--- src/rtl/tlb_asid_pkg.sv ---
package tlb_asid_pkg;
    localparam int unsigned VA_W       = 32;
    localparam int unsigned PAGE_BITS  = 12;
    localparam int unsigned VPN_W      = VA_W - PAGE_BITS;
    localparam int unsigned ASID_W     = 8;
    localparam int unsigned RINGS      = 4;
    localparam int unsigned RING_W     = $clog2(RINGS);
    localparam int unsigned RMAP_W     = ASID_W * RINGS;
    localparam int unsigned ATTR_W     = 4;
    localparam int unsigned PTE_SHIFT  = PAGE_BITS - 2;
    localparam int unsigned PTE_RING_LSB = 4;
    localparam logic [RMAP_W-1:0] RMAP_RESET = 32'h0403_0201;

    typedef enum logic [1:0] {
        ACC_LOAD  = 2'd0,
        ACC_STORE = 2'd1,
        ACC_FETCH = 2'd2
    } acc_kind_e;

    typedef enum logic [3:0] {
        CZ_OK         = 4'd0,
        CZ_IMISS      = 4'd1,
        CZ_DMISS      = 4'd2,
        CZ_IMULTI     = 4'd3,
        CZ_DMULTI     = 4'd4,
        CZ_IPRIV      = 4'd5,
        CZ_DPRIV      = 4'd6,
        CZ_FETCH_DENY = 4'd7,
        CZ_LOAD_DENY  = 4'd8,
        CZ_STORE_DENY = 4'd9
    } cause_e;

    typedef enum logic [1:0] {
        CM_BYPASS  = 2'd0,
        CM_WBACK   = 2'd1,
        CM_WTHRU   = 2'd2,
        CM_ISOLATE = 2'd3
    } cache_e;

    typedef struct packed {
        logic [VPN_W-1:0]  vpn;
        logic [VPN_W-1:0]  ppn;
        logic [ASID_W-1:0] asid;
        logic [ATTR_W-1:0] attr;
    } tlb_ent_t;
endpackage

--- src/rtl/tlb_attr_decode.sv ---
module tlb_attr_decode
    import tlb_asid_pkg::*;
(
    input  logic [ATTR_W-1:0] attr,
    input  logic              fetch_side,
    output logic              rd,
    output logic              wr,
    output logic              ex,
    output cache_e            cache
);
    logic r_raw, w_raw, x_raw;

    always_comb begin
        r_raw = 1'b0;
        w_raw = 1'b0;
        x_raw = 1'b0;
        cache = CM_BYPASS;
        if (attr < 4'd12) begin
            r_raw = 1'b1;
            x_raw = attr[0];
            w_raw = attr[1];
            cache = cache_e'(attr[3:2]);
        end else if (attr == 4'd13) begin
            r_raw = 1'b1;
            w_raw = 1'b1;
            cache = CM_ISOLATE;
        end
        // each side keeps only the rights it can use
        rd = r_raw & ~fetch_side;
        wr = w_raw & ~fetch_side;
        ex = x_raw &  fetch_side;
    end
endmodule

--- src/rtl/tlb_way_array.sv ---
module tlb_way_array
    import tlb_asid_pkg::*;
#(
    parameter  int unsigned NWAYS = 4,
    parameter  int unsigned NSETS = 4,
    localparam int unsigned WAY_W = (NWAYS > 1) ? $clog2(NWAYS) : 1,
    localparam int unsigned SET_W = (NSETS > 1) ? $clog2(NSETS) : 1
) (
    input  logic                       clk,
    input  logic                       rst_n,
    input  logic                       wr_en,
    input  logic [WAY_W-1:0]           wr_way,
    input  logic [SET_W-1:0]           wr_set,
    input  tlb_ent_t                   wr_ent,
    input  logic [SET_W-1:0]           rd_set,
    output tlb_ent_t [NWAYS-1:0]       rd_ent
);
    for (genvar w = 0; w < NWAYS; w++) begin : g_way
        tlb_ent_t mem [NSETS];

        always_ff @(posedge clk or negedge rst_n) begin
            if (!rst_n) begin
                for (int i = 0; i < NSETS; i++) mem[i] <= '0;
            end else if (wr_en && wr_way == WAY_W'(w)) begin
                mem[wr_set] <= wr_ent;
            end
        end

        assign rd_ent[w] = mem[rd_set];
    end
endmodule

--- src/rtl/tlb_hit_resolve.sv ---
module tlb_hit_resolve
    import tlb_asid_pkg::*;
#(
    parameter  int unsigned NWAYS = 4,
    localparam int unsigned CNT_W = $clog2(NWAYS + 1)
) (
    input  tlb_ent_t [NWAYS-1:0] ents,
    input  logic [VPN_W-1:0]     vpn,
    input  logic [RMAP_W-1:0]    rmap,
    output logic                 hit,
    output logic                 multi,
    output logic [RING_W-1:0]    ring,
    output tlb_ent_t             ent
);
    // returns {found, ring index}; lowest matching byte wins
    function automatic logic [RING_W:0] ring_of(input logic [ASID_W-1:0] asid,
                                                input logic [RMAP_W-1:0] map);
        logic [RING_W:0] res;
        res = '0;
        for (int r = RINGS - 1; r >= 0; r--) begin
            if (map[r*ASID_W +: ASID_W] == asid) res = {1'b1, RING_W'(r)};
        end
        return res;
    endfunction

    logic [CNT_W-1:0] cnt;

    always_comb begin
        cnt  = '0;
        ring = '0;
        ent  = '0;
        for (int w = 0; w < NWAYS; w++) begin
            logic [RING_W:0] lk;
            lk = ring_of(ents[w].asid, rmap);
            if (ents[w].asid != '0 && ents[w].vpn == vpn && lk[RING_W]) begin
                cnt  = cnt + 1'b1;
                ring = lk[RING_W-1:0];
                ent  = ents[w];
            end
        end
        hit   = (cnt != '0);
        multi = (cnt > CNT_W'(1));
    end
endmodule

--- src/rtl/tlb_asid_mmu.sv ---
module tlb_asid_mmu
    import tlb_asid_pkg::*;
#(
    parameter  int unsigned NWAYS = 4,
    parameter  int unsigned NSETS = 4,
    localparam int unsigned WAY_W = (NWAYS > 1) ? $clog2(NWAYS) : 1,
    localparam int unsigned SET_W = (NSETS > 1) ? $clog2(NSETS) : 1
) (
    input  logic              clk,
    input  logic              rst_n,
    input  logic              req_valid,
    input  logic [VA_W-1:0]   req_vaddr,
    input  logic [1:0]        req_kind,
    input  logic [RING_W-1:0] req_level,
    input  logic              req_fill,
    output logic              busy,
    output logic              rsp_valid,
    output logic [3:0]        rsp_cause,
    output logic [VA_W-1:0]   rsp_paddr,
    output logic              rsp_read,
    output logic              rsp_write,
    output logic              rsp_exec,
    output logic [1:0]        rsp_cache,
    output logic [VA_W-1:0]   excvaddr,
    output logic              pte_req,
    output logic [VA_W-1:0]   pte_addr,
    input  logic              pte_ack,
    input  logic [VA_W-1:0]   pte_data,
    input  logic              te_we,
    input  logic              te_fetch_side,
    input  logic [WAY_W-1:0]  te_way,
    input  logic [SET_W-1:0]  te_set,
    input  logic [VPN_W-1:0]  te_vpn,
    input  logic [VPN_W-1:0]  te_ppn,
    input  logic [ASID_W-1:0] te_asid,
    input  logic [ATTR_W-1:0] te_attr,
    input  logic              cfg_we,
    input  logic              cfg_sel,
    input  logic [VA_W-1:0]   cfg_wdata
);
    typedef enum logic [1:0] {ST_IDLE, ST_WALK, ST_FILL} st_e;

    st_e st_q, st_d;

    logic [VA_W-1:0]   lat_vaddr;
    acc_kind_e         lat_kind;
    logic [RING_W-1:0] lat_level;
    logic [VA_W-1:0]   lat_pte;
    logic [WAY_W-1:0]  fill_ctr;
    logic [RMAP_W-1:0] rmap_q;
    logic [VA_W-1:0]   ptbase_q;
    logic [VA_W-1:0]   excv_q;
    logic              unused_pte_bits;

    // current operand: the live request in ST_IDLE, the latched one in ST_FILL
    logic              in_fill;
    logic [VA_W-1:0]   cur_vaddr;
    acc_kind_e         cur_kind;
    logic [RING_W-1:0] cur_level;
    logic              cur_fetch;
    logic [VPN_W-1:0]  cur_vpn;
    logic [SET_W-1:0]  cur_set;

    assign in_fill   = (st_q == ST_FILL);
    assign cur_vaddr = in_fill ? lat_vaddr : req_vaddr;
    assign cur_kind  = in_fill ? lat_kind  : acc_kind_e'(req_kind);
    assign cur_level = in_fill ? lat_level : req_level;
    assign cur_fetch = (cur_kind == ACC_FETCH);
    assign cur_vpn   = cur_vaddr[VA_W-1:PAGE_BITS];
    assign cur_set   = cur_vaddr[PAGE_BITS +: SET_W];

    assign unused_pte_bits = ^lat_pte[PAGE_BITS-1:PTE_RING_LSB+RING_W];

    // refill entry built from the returned page-table word
    logic [RING_W-1:0] pte_ring;
    logic [WAY_W-1:0]  fill_way;
    tlb_ent_t          fill_ent;

    assign pte_ring      = lat_pte[PTE_RING_LSB +: RING_W];
    assign fill_way      = WAY_W'(fill_ctr + 1'b1);
    assign fill_ent.vpn  = lat_vaddr[VA_W-1:PAGE_BITS];
    assign fill_ent.ppn  = lat_pte[VA_W-1:PAGE_BITS];
    assign fill_ent.asid = rmap_q[pte_ring*ASID_W +: ASID_W];
    assign fill_ent.attr = lat_pte[ATTR_W-1:0];

    // one entry store per side: index 0 data, index 1 instruction
    tlb_ent_t [1:0][NWAYS-1:0] side_ents;

    for (genvar s = 0; s < 2; s++) begin : g_side
        localparam bit IS_FETCH = (s == 1);
        logic             s_we;
        logic [WAY_W-1:0] s_way;
        logic [SET_W-1:0] s_set;
        tlb_ent_t         s_wd;

        always_comb begin
            s_we  = 1'b0;
            s_way = te_way;
            s_set = te_set;
            s_wd  = '{vpn: te_vpn, ppn: te_ppn, asid: te_asid, attr: te_attr};
            if (in_fill && ((lat_kind == ACC_FETCH) == IS_FETCH)) begin
                s_we  = 1'b1;
                s_way = fill_way;
                s_set = lat_vaddr[PAGE_BITS +: SET_W];
                s_wd  = fill_ent;
            end else if (te_we && (te_fetch_side == IS_FETCH)) begin
                s_we  = 1'b1;
            end
        end

        tlb_way_array #(.NWAYS(NWAYS), .NSETS(NSETS)) u_arr (
            .clk    (clk),
            .rst_n  (rst_n),
            .wr_en  (s_we),
            .wr_way (s_way),
            .wr_set (s_set),
            .wr_ent (s_wd),
            .rd_set (cur_set),
            .rd_ent (side_ents[s])
        );
    end

    logic              hit, multi;
    logic [RING_W-1:0] hit_ring;
    tlb_ent_t          hit_ent;

    tlb_hit_resolve #(.NWAYS(NWAYS)) u_hit (
        .ents  (side_ents[cur_fetch]),
        .vpn   (cur_vpn),
        .rmap  (rmap_q),
        .hit   (hit),
        .multi (multi),
        .ring  (hit_ring),
        .ent   (hit_ent)
    );

    logic [ATTR_W-1:0] src_attr;
    logic [RING_W-1:0] src_ring;
    logic [VPN_W-1:0]  src_ppn;
    logic              dec_rd, dec_wr, dec_ex;
    cache_e            dec_cache;

    assign src_attr = in_fill ? fill_ent.attr : hit_ent.attr;
    assign src_ring = in_fill ? pte_ring      : hit_ring;
    assign src_ppn  = in_fill ? fill_ent.ppn  : hit_ent.ppn;

    tlb_attr_decode u_dec (
        .attr       (src_attr),
        .fetch_side (cur_fetch),
        .rd         (dec_rd),
        .wr         (dec_wr),
        .ex         (dec_ex),
        .cache      (dec_cache)
    );

    logic   granted, have_ent;
    cause_e cause;

    always_comb begin
        unique case (cur_kind)
            ACC_LOAD:  granted = dec_rd;
            ACC_STORE: granted = dec_wr;
            ACC_FETCH: granted = dec_ex;
            default:   granted = 1'b0;
        endcase
        have_ent = in_fill || (hit && !multi);
        if (!in_fill && multi)
            cause = cur_fetch ? CZ_IMULTI : CZ_DMULTI;
        else if (!in_fill && !hit)
            cause = cur_fetch ? CZ_IMISS : CZ_DMISS;
        else if (src_ring < cur_level)
            cause = cur_fetch ? CZ_IPRIV : CZ_DPRIV;
        else if (!granted)
            cause = cur_fetch ? CZ_FETCH_DENY :
                    (cur_kind == ACC_STORE) ? CZ_STORE_DENY : CZ_LOAD_DENY;
        else
            cause = CZ_OK;
    end

    logic accept, go_walk, rsp_load;
    assign accept   = (st_q == ST_IDLE) && req_valid;
    assign go_walk  = accept && req_fill && (cause == CZ_IMISS || cause == CZ_DMISS);
    assign rsp_load = (accept && !go_walk) || in_fill;

    // next state
    always_comb begin
        st_d = st_q;
        unique case (st_q)
            ST_IDLE: if (go_walk) st_d = ST_WALK;
            ST_WALK: if (pte_ack) st_d = ST_FILL;
            ST_FILL: st_d = ST_IDLE;
            default: st_d = ST_IDLE;
        endcase
    end

    // state register
    always_ff @(posedge clk or negedge rst_n) begin
        if (!rst_n) st_q <= ST_IDLE;
        else        st_q <= st_d;
    end

    // latched request, page-table word, refill counter and config
    always_ff @(posedge clk or negedge rst_n) begin
        if (!rst_n) begin
            lat_vaddr <= '0;
            lat_kind  <= ACC_LOAD;
            lat_level <= '0;
            lat_pte   <= '0;
            fill_ctr  <= '0;
            excv_q    <= '0;
            rmap_q    <= RMAP_RESET;
            ptbase_q  <= '0;
        end else begin
            if (go_walk) begin
                lat_vaddr <= req_vaddr;
                lat_kind  <= acc_kind_e'(req_kind);
                lat_level <= req_level;
            end
            if (st_q == ST_WALK && pte_ack) lat_pte <= pte_data;
            if (in_fill) begin
                fill_ctr <= fill_way;
                excv_q   <= lat_vaddr;
            end
            if (cfg_we) begin
                if (cfg_sel) ptbase_q <= cfg_wdata;
                else         rmap_q   <= cfg_wdata;
            end
        end
    end

    // registered response
    always_ff @(posedge clk or negedge rst_n) begin
        if (!rst_n) begin
            rsp_valid <= 1'b0;
            rsp_cause <= '0;
            rsp_paddr <= '0;
            rsp_read  <= 1'b0;
            rsp_write <= 1'b0;
            rsp_exec  <= 1'b0;
            rsp_cache <= '0;
        end else begin
            rsp_valid <= rsp_load;
            if (rsp_load) begin
                rsp_cause <= cause;
                rsp_paddr <= (cause == CZ_OK) ? {src_ppn, cur_vaddr[PAGE_BITS-1:0]} : '0;
                rsp_read  <= have_ent & dec_rd;
                rsp_write <= have_ent & dec_wr;
                rsp_exec  <= have_ent & dec_ex;
                rsp_cache <= have_ent ? dec_cache : CM_BYPASS;
            end
        end
    end

    assign busy     = (st_q != ST_IDLE);
    assign excvaddr = excv_q;
    assign pte_req  = (st_q == ST_WALK);
    assign pte_addr = (ptbase_q | (lat_vaddr >> PTE_SHIFT)) & ~VA_W'(3);
endmodule

--- config.mk ---
export PLATFORM = sky130hd
export DESIGN_NAME = tlb_asid_mmu
export DESIGN_NICKNAME = d
export VERILOG_FILES = /design/src/rtl/tlb_asid_pkg.sv /design/src/rtl/tlb_attr_decode.sv /design/src/rtl/tlb_way_array.sv /design/src/rtl/tlb_hit_resolve.sv /design/src/rtl/tlb_asid_mmu.sv
export SDC_FILE = /design/constraint.sdc
export NUM_CORES = 2
export LEC_CHECK = 0
export BUFFER_PORTS_ARGS = -buffer_cell sky130_fd_sc_hd__buf_2
export CAP_MARGIN = 20
export CORE_UTILIZATION = 65
export CTS_CLUSTER_DIAMETER = 100
export CTS_CLUSTER_SIZE = 16
export DETAILED_ROUTE_END_ITERATION = 8
export GPL_TIMING_DRIVEN = 0
export HOLD_SLACK_MARGIN = 0.05
export PLACE_DENSITY = 0.8
export SLEW_MARGIN = 20
export SYNTH_ARGS = -nofsm -noshare
export SYNTH_HDL_FRONTEND = slang
export SYNTH_HIERARCHICAL = 1
export SYNTH_SLANG_ARGS = --single-unit
--- constraint.sdc ---
create_clock -name clk -period 13.42 [get_ports clk]
set_input_delay 1.342 -clock clk [delete_from_list [all_inputs] [get_ports clk]]
set_output_delay 1.342 -clock clk [all_outputs]
set_load 0.01 [all_outputs]
=== Yosys cells after proc, flatten, opt, wreduce, memory -nomap -nowiden ===
Index checks and enable logic that the tools add are counted.

* Output and inout port bits: 108
* Logic and storage cells: 362
* Input port bits: 165
* Register bits: 1874

* Shifts and indexed selects: 1
* $add $sub $neg: 4
* Eq/ne operators: 36
* $lt $le $gt $ge: 9
* Bitwise logic cells: 14
* Reduce and logical (&&, ||, !) cells: 51
* Multiplexer cells: 103

{| class="wikitable"
|+ Operators by type and width
! cell !! number
|-
| $bwmux W208 || 8
|-
| $mux W52 || 20
|-
| $bmux W52 S2 || 8
|-
| $mux W208 || 2
|-
| $demux W52 S2 || 2
|-
| $mux W32 || 6
|-
| $eq A8 B8 Y1 || 16
|-
| $eq A20 B20 Y1 || 4
|-
| $mux W3 || 20
|-
| $mux W2 || 18
|-
| $or A32 B22 Y32 || 1
|-
| $reduce_bool A8 Y1 || 4
|-
| $shiftx A32 B6 Y8 || 1
|-
| $logic_and A1 B1 Y1 || 30
|-
| $mux W4 || 6
|-
| $mux W20 || 1
|-
| $eq A2 B2 Y1 const B || 7
|-
| $mux W1 || 10
|-
| $ge A3 B3 Y1 const B || 3
|-
| $not A2 Y3 || 3
|-
| $eq A2 B1 Y1 const B || 4
|-
| $logic_not A2 Y1 || 4
|-
| $add A3 B1 Y3 const B || 2
|-
| $and A1 B1 Y1 || 6
|-
| other kinds (21) || 32
|}

=== Depth between registers and ports, before layout ===
* Depth after elaboration: 34
* Depth in mapped cells: 36
* Mapped depth without buffers: 26

=== Modules after synthesis ===
Netlist, hierarchy kept.

{| class="wikitable"
|+ Modules (own cells, without submodules)
! module !! cells an instance !! sequential area each (um2) !! area each (um2) !! times used
|-
| tlb_way_array || 2080 || 20820.0 || 35824.4 || 2
|-
| tlb_asid_mmu || 1314 || 5061.1 || 12799.8 || 1
|-
| tlb_hit_resolve || 730 || 0.0 || 4698.3 || 1
|-
| tlb_attr_decode || 9 || 0.0 || 63.8 || 1
|}

=== Worst setup path after synthesis ===
No wires, ideal clock.

* Path type: input port to flip-flop
* Start point: in req_kind[0]
* End point: reg lat_kind[0]
* Data required time: 13.295 ns
* Arrival: 7.701 ns
* Buffers on the path: 7
* Library setup time: 0.125 ns
* Cell stages on the path: 28
* Path slack: 5.593 ns
* Cell sequence: mux2i_1 -> ha_1 -> clkbuf_1 -> clkbuf_1 -> clkbuf_1 -> clkbuf_1 -> mux2_2 -> xor2_1 -> nor4_1 -> nand4_1 -> a211oi_2 -> and2_1 -> buf_6 -> buf_4 -> inv_1 -> ha_1 -> xnor2_1 -> ha_1 -> nor3_1 -> a211o_1 -> nand3_1 -> nor2b_1 -> or2_2 -> o211ai_1 -> o31a_1 -> a2111oi_4 -> buf_6 -> mux2_4

* Elaborated cells on any way between the ends: 101
* Classes of those cells: add/sub (3); order compare (3); eq/ne (25); mux (47); bitwise (4); reduce/logical (19)

{| class="wikitable"
|+ RTL lines
! item !! line !! text
|-
| from (decl) || tlb_asid_mmu.sv:13 || <nowiki>input logic [1:0] req_kind,</nowiki>
|-
| $mux W2 (*) || tlb_asid_mmu.sv:66 || <nowiki>assign cur_kind = in_fill ? lat_kind : acc_kind_e'(req_kind);</nowiki>
|-
| $eq A2 B2 Y1 (*) || tlb_asid_mmu.sv:68 || <nowiki>assign cur_fetch = (cur_kind == ACC_FETCH);</nowiki>
|-
| net cur_fetch || tlb_asid_mmu.sv:60 || <nowiki>logic cur_fetch;</nowiki>
|-
| $mux W208 (not written as such) (*) (2 in series) || tlb_asid_mmu.sv:128 || <nowiki>.ents (side_ents[cur_fetch]),</nowiki>
|-
| $eq A8 B8 Y1 || tlb_hit_resolve.sv:21 || <nowiki>if (map[r*ASID_W +: ASID_W] == asid) res = {1'b1, RING_W'(r)};</nowiki>
|-
| $mux W3 (4 in series) || tlb_hit_resolve.sv:21 ||
|-
| $logic_and A1 B1 Y1 || tlb_hit_resolve.sv:35 || <nowiki>if (ents[w].asid != '0 && ents[w].vpn == vpn && lk[RING_W]) begin</nowiki>
|-
| $mux W1 || tlb_hit_resolve.sv:35 ||
|-
| (+7 left out) || - ||
|-
| net hit || tlb_asid_mmu.sv:123 || <nowiki>logic hit, multi;</nowiki>
|-
| $logic_not A1 Y1 (*) || tlb_asid_mmu.sv:169 || <nowiki>else if (!in_fill && !hit)</nowiki>
|-
| $logic_and A1 B1 Y1 (*) || tlb_asid_mmu.sv:169 ||
|-
| $mux W4 (*) || tlb_asid_mmu.sv:169 ||
|-
| $mux W4 (*) || tlb_asid_mmu.sv:167 || <nowiki>if (!in_fill && multi)</nowiki>
|-
| $eq A4 B1 Y1 or $eq A4 B2 Y1 (tied branches) || tlb_asid_mmu.sv:182 || <nowiki>assign go_walk = accept && req_fill && (cause == CZ_IMISS || cause == CZ_DMISS);</nowiki>
|-
| $logic_or A1 B1 Y1 (*) || tlb_asid_mmu.sv:182 ||
|-
| $logic_and A1 B1 Y1 (*) || tlb_asid_mmu.sv:182 ||
|-
| to (signal assigned) || tlb_asid_mmu.sv:216 || <nowiki>lat_kind <= acc_kind_e'(req_kind);</nowiki>
|-
| to (decl) || tlb_asid_mmu.sv:46 || <nowiki>acc_kind_e lat_kind;</nowiki>
|}

Mark *: on every way through the listed nets, which the timed path passes. The rest lies on a longest branch. The select of a mux whose other input is x is not followed.
A chain may end at the register's enable or synchronous reset.

==> out/metrics.cfg <==
[status]
violations = negative setup slack
outcome = finished, violations left

[floorplan]
num_rows = 134
pin_count = 273
coreArea_um2 = 134000
die_h_um = 371
dieArea_um2 = 137000
die_x_um = 371
initial_core_util_pct = 65.9

[worst_hold_path]
holdPathStages = 2
min-delay-start = excvaddr[24]
whs_endpoint = excvaddr[24]
hp-class = reg2reg

[drt]
first_pass_iters = 6
ant_nets = 0
viasPerCell = 6.79
totalWireLength_um = 279000
vias = 56100
remaining_drc_errors = 0
first_iter_violations = 5841
wl_per_cell_um = 33.8

[grt]
grt_util_all_layers_pct = 41.5
grt_pass1_vias = 58200
grt-ovfl-total = 0
grt_pass1_wl_um = 404000
grt_max_degree = 145
antenna_found_initial = 15

[sta]
setup_viol = 12
period_share_pct = 101
layout_setup_ws_ns = -0.0721
tightest_slew_ns = 1.31
rsz0062_at_grt = no
fin_skew_ns = 0.0271
final_max_slew_viol_count = 0
relSlewSlack_pct = 12.1
hold_violations = 0
layout_min_cycle_time_ns = 13.49
fmax_ghz = 0.0741
setup_tns_ns = -0.697

[power]
switching_power_uw = 6050
internal-power_uw = 13000
p_leak_uw = 0.0434
power_density_nw_per_um2 = 198
p_sw_share_pct = 31.7
p_clk_share_pct = 20.1
p_seq_share_pct = 47.9
power_frac_comb_pct = 32.0
worst_ir_drop_vdd_uv = 150

[finish]
drive_above_1_share_pct = 40.7
fin_nets = 6638
area_delta_synth_final_pct = 8.98
fin_util_pct = 71.8

[placement]
dp_hpwl_um = 199000
portBuffers = 264
gp_congestion = 0.977

[setup_path]
worst-setup-path-type = reg2reg
startpoint_type = register
rrSetupSlack_ns = -0.07
path_max_fanout = 10
max_stage_delay_ns = 1.12
crit_arrival_ns = 14.20
r2r_start = st_q[1]
cp_slowest_cell = a2111oi_4
path_common_cell = buf_2
rr_worst_depth = 33
cp.required_ns = 14.13
r2r-end = rsp_paddr[27]
crit_path_end_kind = register

[clock_tree]
clkSlewWorstSetupHoldPaths_ns = 0.07
numCtsBuffers = 134
postCtsSetupRepairBufs = 0
htree_levels = 4
cts_hold_buf = 0
clkLatencyLatePin_ns = 0.80
clock-root-buffer = clkbuf_16
cts.sinks = 1866
clock_path_buffers = 3
cts.repair.resized = 0
cts_tree = done

[yosys]
synthCells = 6039
avgSynthCellArea_um2 = 14.6
synth_area_um2 = 88300
yosysWarningCount = 6

[flow_run]
drv_cap = 0

routing by layer:
layer | global-route usage [%] | up-vias | part of all wire (%)
met3 | 12.3 | 799 | 10
met5 | 0.455 | - | 0.059
li1 | - | 22500 | -
met4 | 25.3 | 14 | 7.0
met2 | 61.7 | 2850 | 45
met1 | 54.2 | 29900 | 38
through the flow:
step / total power [uW] / area (um2) / setup slack (ns) / hold slack, ns / cells
finish: 19100 / 96300 / -0.0721 / 0.476 / 8261
global route: 19800 / 96300 / 0.0889 / 0.490 / 8260
CTS: 19000 / 96200 / 0.567 / 0.478 / 8256
detailed placement: 15100 / 92600 / 0.604 / 0.461 / 8097
global placement: 14800 / 91900 / -28.98 / 0.456 / 8072
floorplan: 13000 / 88400 / 5.67 / 0.453 / 6040
state kept, by name, summed over array words and instances (netlist names), 2 cells and up:
name                    cells
ptbase_q                   30
st_q                        2
lat_kind                    2
lat_vaddr                  32
rsp_cause                   4
fill_ctr                    2
lat_pte                    26
g_side.u_arr/g_way.mem   1664
rmap_q                     32
excvaddr                   32
lat_level                   2
rsp_cache                   2
rsp_paddr                  32
cell usage in the layout (no fill, tap or decap), types with 7 or more instances in the layout:
cell / count
nand2b_1: 10
clkbuf_1: 209
mux2_4: 29
a31o_1: 23
buf_6: 14
nor2_2: 14
nor2_1: 75
or3_1: 9
o21ai_0: 21
buf_8: 7
nand4_1: 27
o2bb2ai_1: 39
ha_1: 7
buf_16: 16
clkbuf_16: 141
mux2i_1: 36
nand2_1: 530
nor4_2: 7
or2_2: 23
a21oi_1: 32
mux4_2: 424
mux2_2: 1369
clkbuf_2: 17
mux2_1: 600
xnor2_1: 97
dfrtp_1: 1861
nor4_1: 33
buf_2: 494
inv_1: 22
nand2_2: 25
nand3b_1: 9
buf_4: 25
buf_1: 40
xor2_1: 116
cell type report:
| type | instances | area, um2 |
|---|---|---|
| tap | 1768 | 2210 |
| buffer | 526 | 2470 |
| sequential | 1866 | 46700 |
| clock buffer | 150 | 3560 |
| timing repair buffer | 291 | 1920 |
| inverter | 22 | 82.6 |
| clock inverter | 9 | 105 |
| fill | 8834 | 37800 |
| multi-input combinational | 3625 | 39200 |
| antenna | 4 | 10.0 |
power groups by stage:
stage	Combinational, uW	Clock [uW]	Sequential [uW]
finish	6110	3840	9140
CTS	6010	3870	9080
global placement	5740	0	9070
detailed placement	5970	0	9160
floorplan	4340	0	8700
global route	6410	4070	9360
worst max-delay path: cells and delay by family (launching register included):
kind / cells / cell delay [ns]
buffers and inverters: 10 / 5.28
and+or+nand+nor: 8 / 2.41
xor gates and xnor gates: 1 / 0.25
muxes: 2 / 0.90
AOI/OAI and AO/OA: 12 / 3.89
DFF: 1 / 0.55
worst max-delay path by stage:
| stage | startpoint | cells after the start | end |
|---|---|---|---|
| after global routing | st_q[1] | 35 | rsp_paddr[27] |
| after floorplan | req_kind[0] | 28 | lat_kind[0] |
| after detailed placement | st_q[1] | 33 | rsp_paddr[27] |
| final | st_q[1] | 33 | rsp_paddr[27] |
| after global placement | rst_n | 1 | g_side[0].u_arr/g_way[2].mem[12] |
| after CTS | st_q[1] | 33 | rsp_paddr[27] |
(Power assumes the default switching activity.)
